**src/rtl/pfd_pkg.sv**
```systemverilog
package pfd_pkg;

  // Strobes passed from the overlap control to the edge datapath
  typedef struct packed {
    logic holdEdges;  // overlap running: new edges are parked, not applied
    logic clrBoth;    // clear both outputs at this edge
  } pfdCtrl_t;

  // Overlap length in cycles for a select code; code 3 aliases code 2
  function automatic int unsigned abWidth(input logic [1:0] sel, input int unsigned scale);
    case (sel)
      2'b00:   abWidth = 2 * scale;
      2'b01:   abWidth = 5 * scale;
      default: abWidth = 10 * scale;
    endcase
  endfunction

endpackage

```
**src/rtl/pfd_edge_path.sv**
```systemverilog
module pfd_edge_path
  import pfd_pkg::*;
(
  input  logic     clk,
  input  logic     rstN,
  input  logic     refStrobe,
  input  logic     fbStrobe,
  input  pfdCtrl_t ctrl,
  output logic     upQ,
  output logic     dnQ,
  output logic     bothHigh
);

  logic pendRef;
  logic pendFb;

  assign bothHigh = upQ & dnQ;

  always_ff @(posedge clk) begin
    if (!rstN) begin
      upQ     <= 1'b0;
      dnQ     <= 1'b0;
      pendRef <= 1'b0;
      pendFb  <= 1'b0;
    end else if (ctrl.clrBoth) begin
      // common clear; anything arriving now is parked for the next edge
      upQ     <= 1'b0;
      dnQ     <= 1'b0;
      pendRef <= pendRef | refStrobe;
      pendFb  <= pendFb | fbStrobe;
    end else if (ctrl.holdEdges) begin
      pendRef <= pendRef | refStrobe;
      pendFb  <= pendFb | fbStrobe;
    end else begin
      upQ     <= upQ | refStrobe | pendRef;
      dnQ     <= dnQ | fbStrobe | pendFb;
      pendRef <= 1'b0;
      pendFb  <= 1'b0;
    end
  end

endmodule

```
**src/rtl/pfd_overlap_ctrl.sv**
```systemverilog
module pfd_overlap_ctrl
  import pfd_pkg::*;
#(
  parameter int unsigned SCALE = 1
) (
  input  logic       clk,
  input  logic       rstN,
  input  logic [1:0] abSel,
  input  logic       bothHigh,
  output pfdCtrl_t   ctrl
);

  localparam int unsigned LONG_W = 10 * SCALE;
  localparam int unsigned CNT_W  = $clog2(LONG_W + 1);

  logic [CNT_W-1:0] cnt;
  logic [CNT_W-1:0] widthQ;
  logic [CNT_W-1:0] liveW;
  logic             lastCycle;

  assign liveW     = CNT_W'(abWidth(abSel, SCALE));
  assign lastCycle = bothHigh && (cnt != '0) && (cnt == widthQ - 1'b1);

  always_ff @(posedge clk) begin
    if (!rstN) begin
      cnt    <= '0;
      widthQ <= CNT_W'(2 * SCALE);
    end else if (!bothHigh) begin
      cnt    <= '0;
    end else if (lastCycle) begin
      cnt    <= '0;
    end else begin
      if (cnt == '0) widthQ <= liveW;  // select captured in first overlap cycle
      cnt <= cnt + 1'b1;
    end
  end

  always_comb begin
    ctrl.clrBoth   = lastCycle;
    ctrl.holdEdges = bothHigh;
  end

endmodule

```
**src/rtl/pfd_antibacklash.sv**
```systemverilog
module pfd_antibacklash
  import pfd_pkg::*;
#(
  parameter int unsigned SCALE = 1
) (
  input  logic       clk,
  input  logic       rstN,
  input  logic       refStrobe,
  input  logic       fbStrobe,
  input  logic [1:0] abSel,
  input  logic       dbgSel,
  output logic       pumpUp,
  output logic       pumpDown,
  output logic       dbgOut
);

  pfdCtrl_t ctrl;
  logic     bothHigh;

  pfd_edge_path u_path (
    .clk       (clk),
    .rstN      (rstN),
    .refStrobe (refStrobe),
    .fbStrobe  (fbStrobe),
    .ctrl      (ctrl),
    .upQ       (pumpUp),
    .dnQ       (pumpDown),
    .bothHigh  (bothHigh)
  );

  pfd_overlap_ctrl #(.SCALE(SCALE)) u_ctrl (
    .clk      (clk),
    .rstN     (rstN),
    .abSel    (abSel),
    .bothHigh (bothHigh),
    .ctrl     (ctrl)
  );

  assign dbgOut = dbgSel ? pumpDown : pumpUp;

endmodule

```
**config.mk**
```make
export PLATFORM = sky130hd
export DESIGN_NAME = pfd_antibacklash
export DESIGN_NICKNAME = d
export VERILOG_FILES = /design/src/rtl/pfd_pkg.sv /design/src/rtl/pfd_edge_path.sv /design/src/rtl/pfd_overlap_ctrl.sv /design/src/rtl/pfd_antibacklash.sv
export SDC_FILE = /design/constraint.sdc
export NUM_CORES = 1
export LEC_CHECK = 0
export BUFFER_PORTS_ARGS = -buffer_cell sky130_fd_sc_hd__clkbuf_2
export CAP_MARGIN = 20
export CORE_AREA = 2 2 39 41
export CTS_CLUSTER_DIAMETER = 120
export DETAILED_ROUTE_END_ITERATION = 8
export DIE_AREA = 0 0 41 43
export GPL_TIMING_DRIVEN = 0
export PLACE_DENSITY = 0.72
export SLEW_MARGIN = 10
export SYNTH_ARGS = -nofsm -noshare
export SYNTH_HDL_FRONTEND = slang
export SYNTH_SLANG_ARGS = --single-unit
```
**constraint.sdc**
```tcl
create_clock -name clk -period 1.72 [get_ports clk]
set_clock_uncertainty 0.05 [all_clocks]
set_input_delay 0.086 -clock clk [delete_from_list [all_inputs] [get_ports clk]]
set_output_delay 0.086 -clock clk [all_outputs]
set_load 0.03 [all_outputs]
```
-- Yosys cells after proc, flatten, opt, wreduce, memory -nomap -nowiden
Cells that the tools add are included.
- flip-flop bits (word level): 12
- latch bits: 0
- memory bits (writable): 0
- bits in read-only memories: 0
- input port bits: 7
- output and inout bits: 3
- logic and storage cells: 34
- memories: 0
- add/subtract/negate cells: 2
- $mul: 0
- divide/modulo/power cells: 0
- order comparisons: 0
- equality and inequality tests: 2
- shift-type cells: 0
- multiplexer cells: 6
- bitwise gates (word level): 10
- reductions and logical operators: 8
- operator list (cell ; count):
    $pmux W4 S2 ; 1
    $or A1 B1 Y1 ; 6
    $mux W1 ; 5
    $add A4 B1 Y4 const B ; 1
    $eq A4 B4 Y1 ; 1
    $logic_not A4 Y1 ; 1
    $reduce_bool A4 Y1 ; 1
    $sub A4 B1 Y4 const B ; 1
    $not A1 Y1 ; 3
    $reduce_and A3 Y1 ; 1
    $reduce_or A3 Y1 ; 1
    $eq A2 B1 Y1 const B ; 1
    $logic_and A1 B1 Y1 ; 2
    $logic_not A2 Y1 ; 1
    $reduce_or A2 Y1 ; 1
    $and A1 B1 Y1 ; 1

-- Depth between registers and ports, before layout
- depth in word-level cells: 5
- depth in mapped cells: 5
- mapped depth without buffers: 5

-- Modules after synthesis
From an unflattened synthesis, not the netlist that was laid out.
- cells, all modules: 61
- area total of the unflattened synthesis: 593.1 sq um
- modules (own cells, without submodules) (module ; instances ; cells an instance ; area each (sq um) ; seq. area each (sq um)):
    pfd_overlap_ctrl ; 1 ; 43 ; 435.4 ; 140.1
    pfd_edge_path ; 1 ; 17 ; 142.6 ; 80.1
    pfd_antibacklash ; 1 ; 1 ; 15.0 ; 0.0

-- Least setup slack after synthesis
No wires, ideal clock.
- path kind: flip-flop to flip-flop
- start: register u_ctrl.widthQ[2]
- end: register u_path.dnQ
- setup time: 127 ps
- data arrival time: 1182 ps
- required time: 1543 ps
- slack: 361 ps
- cell stages (with the launch flop): 6
- buffers on the path: 0
- clock period less this slack: 1359 ps
- path through: dfxtp_1 > inv_1 > ha_1 > xnor2_1 > nor3_4 > a31oi_1
- cells in the longest elaborated chain, start to end: 4
- ends and longest elaborated chain (element ; RTL line ; text):
    from (decl) ; pfd_overlap_ctrl.sv:17 ; logic [CNT_W-1:0] widthQ;
    from (signal assigned) ; pfd_overlap_ctrl.sv:27 ; widthQ <= CNT_W'(2 * SCALE);
    from (signal assigned) ; pfd_overlap_ctrl.sv:33 ; if (cnt == '0) widthQ <= liveW;
    $sub A4 B1 Y4 ; pfd_overlap_ctrl.sv:22 ; assign lastCycle = bothHigh && (cnt != '0) && (cnt == widthQ - 1'b1);
    $eq A4 B4 Y1 ; pfd_overlap_ctrl.sv:22 ;
    $logic_and A1 B1 Y1 ; pfd_overlap_ctrl.sv:22 ;
    $reduce_or A2 Y1 (no line) ; -- ;
    to (signal assigned) ; pfd_edge_path.sv:36 ; dnQ <= dnQ | fbStrobe | pendFb;
    to (decl) ; pfd_edge_path.sv:10 ; output logic dnQ,
Every way passes these cells.
A chain may end at the register's enable or synchronous reset.

-- Worst setup path in the final report
Same ends and word-level chain as after synthesis.

==> flow_summary.toml <==
[timing]
slew_headroom_pct = 81.53
drv_slew = 0
fin_crit_sh_pct = 89.48
min_period_ns = 1.539
timing.hold.ws_ns = 0.007215
finalSetupViolations = 0
fin_setup_tns_ns = 0
fmax_mhz = 649.7
hold_viol = 0
tightestPinTransition_ns = 0.2762
rsz0062_at_grt = "no"

[die]
coreArea_sq_mm = 0.001384
rows = 14
die_w_um = 41
die-height_um = 43
io_pins = 10
initial_core_util_pct = 41.23
dieArea_sq_mm = 0.001763

[clocking]
clk_pin_slew_ns = 0.07
clock_latency_ns = 0.26
cts_hold_buf = 0
cts_setup_buffers = 0
cts_tree = "done"
ctsHtreeMaxLevel = 1
clockRootBuffer = "clkbuf_4"
clockBufferDepth = 2
clock-sinks = 11
cts-resized-gates = 0
cts_buffers = 3

[synth]
synth.top_cell.area_share_pct = 38.60
seq_area_frac_synth_pct = 38.60
yosys.area.top_type = "dfxtp_1"
syn_nets = 69
synth_area_leaders = "dfxtp_1, ha_1, o31ai_1"
synth_cells = 58
netlist-cell-type-count = 23
ys_ff_latch = 11
synth.avg_cell_area_sq_um = 9.837
syn_area_sq_um = 570.5
synth_warnings = 0

[outcome]
run_status = "finished, final reports clean"

[routing]
drc = 0
vias = 450
wl_per_cell_um = 11.92
wl_mm = 1.037
viasPerCell = 5.172
drt_iter0_drc = 8
ant_nets = 0
dr.pass1.iters = 4

[pwr]
combPwrFrac_pct = 12.2
clkPwrFrac_pct = 34.9
p_leak_nw = 0.2791
ir_worst_vdd_mv = 0.3211
switchingPower_uw = 132.7
p_seq_share_pct = 52.9
p_per_area_mw_per_mm2 = 770.3
swShare_pct = 26.02
power.internal_uw = 377.2

[setup_path]
crit_path_start_kind = "register"
worstSetupPathType = "reg -> reg"
rr_endpoint = "u_path.dnQ$_SDFFE_PP0N_"
r2r_cells = 5
cp.required_ns = 1.81
r2r_slack_ns = 0.18
end_kind = "register"
cp_data_arrival_time_ns = 1.63
cp_max_fo = 6
crit-reg2reg-launch = "u_ctrl.widthQ[2]$_SDFFE_PN0P_"

[hold_path]
hold_depth = 3
hold_start = "fbStrobe"
hp-class = "in -> reg"
min_to = "u_path.pendFb$_SDFF_PN0_"

[global_route]
grt_use_total_pct = 14.52
antenna_found_initial = 0
grt_pass1_wl_mm = 1.711
grt_pass1_vias = 425
grt_max_degree = 10
grt_overflow = 0

[job]
max-cap-violations = 0

[finish]
area_growth_pct = 16.01
layout_commonest_cell = "dfxtp_1"
drive_above_1_share_pct = 21.13
diodes = 0
nNetsFinal = 83
final_cell_mix = "dfxtp_1, clkbuf_2, inv_1, o31ai_1"

[place]
gp_congestion = 0.7163
io_buffers = 9
dp_hpwl_um = 785
==> power by group through the flow <==
stage	combinational, mW	clock (mW)	sequential, mW
after CTS	0.0629	0.180	0.270
after global routing	0.0681	0.184	0.271
after floorplan	0.0366	0	0.280
final	0.0621	0.178	0.270
after global placement	0.0611	0	0.275
after detailed placement	0.0623	0	0.276
==> routing by layer <==
metal	global-route usage [%]	wire length (um)	vias up	part of all wire (%)
met5	0	0	-	0
met2	21.88	501	6	48
met1	18.24	497	210	48
met4	8.000	17	0	1.6
met3	3.141	21	2	2.0
li1	-	-	232	-
==> through the flow <==
stage / area [sq um] / setup slack [ns] / std cells / total power, mW / util, %
floorplan: 570.5 / 0.3614 / 58 / 0.3170 / -
global placement: 635.6 / 0.2337 / 83 / 0.3363 / 45.93
detailed placement: 635.6 / 0.1928 / 83 / 0.3380 / 45.93
CTS: 661.9 / 0.1616 / 87 / 0.5121 / 47.83
global route: 661.9 / 0.06904 / 87 / 0.5232 / 47.83
finish: 661.9 / 0.1809 / 87 / 0.5099 / 47.83
==> cells in the mapped netlist (all sizes together) <==
cell	n
nor2b	2
mux2	1
xor3	1
xor2	1
buf	1
and2	1
a21oi	2
o31ai	5
nor2	4
nand3	1
xnor2	3
nand2	2
nand2b	1
inv	6
a31oi	2
dfxtp	11
nand3b	1
nand4bb	1
ha	4
a21o	2
nor3	1
a211oi	4
and4b	1
==> how the worst max path moves through the flow <==
stage	cells past startpoint	from	slack [ns]	endpoint
6_report	5	u_ctrl.widthQ[2]$_SDFFE_PN0P_	0.18	u_path.dnQ$_SDFFE_PP0N_
5_1_grt	5	u_ctrl.widthQ[2]$_SDFFE_PN0P_	0.07	u_ctrl.cnt[0]$_SDFF_PP0_
4_1_cts	5	u_ctrl.widthQ[2]$_SDFFE_PN0P_	0.16	u_path.dnQ$_SDFFE_PP0N_
3_5_place_dp	5	u_ctrl.widthQ[2]$_SDFFE_PN0P_	0.19	u_path.dnQ$_SDFFE_PP0N_
3_3_place_gp	5	u_ctrl.widthQ[2]$_SDFFE_PN0P_	0.23	u_path.upQ$_SDFFE_PP0N_
2_1_floorplan	5	u_ctrl.widthQ[2]$_SDFFE_PN0P_	0.36	u_path.dnQ$_SDFFE_PP0N_
==> final cells by class <==
type	instances	area (sq um)
fill	142	721.9
multi-input combinational	40	322.8
inverter	6	22.52
sequential	11	220.2
buffer	1	5.005
timing repair buffer	9	45.04
tap	16	20.02
clock buffer	4	26.28
==> kinds of logic (layout without fill, tap and decap cells) <==
group	after synthesis	after routing	share of synthesized area, %
AO/OA/AOI/OAI	15	15	18.42
AND/OR/NAND/NOR	15	15	17.11
flip-flops	11	11	38.60
buffers and inverters	7	20	4.823
XOR/XNOR	5	5	10.31
adder cells (fa/ha/maj)	4	4	8.772
multiplexers	1	1	1.974
==> worst max-delay path: stages, from the launching register on <==
cell,delay (ns)
dfxtp_1,0.38
inv_1,0.08
ha_1,0.32
xnor2_1,0.16
nor3_4,0.29
a31oi_1,0.13
==> registers in the layout, summed over array words and instances (netlist names) <==
register / count
u_ctrl.widthQ: 3
u_path.dnQ: 1
u_path.pendFb: 1
u_ctrl.cnt: 4
u_path.pendRef: 1
u_path.upQ: 1
(Power assumes the default switching activity.)
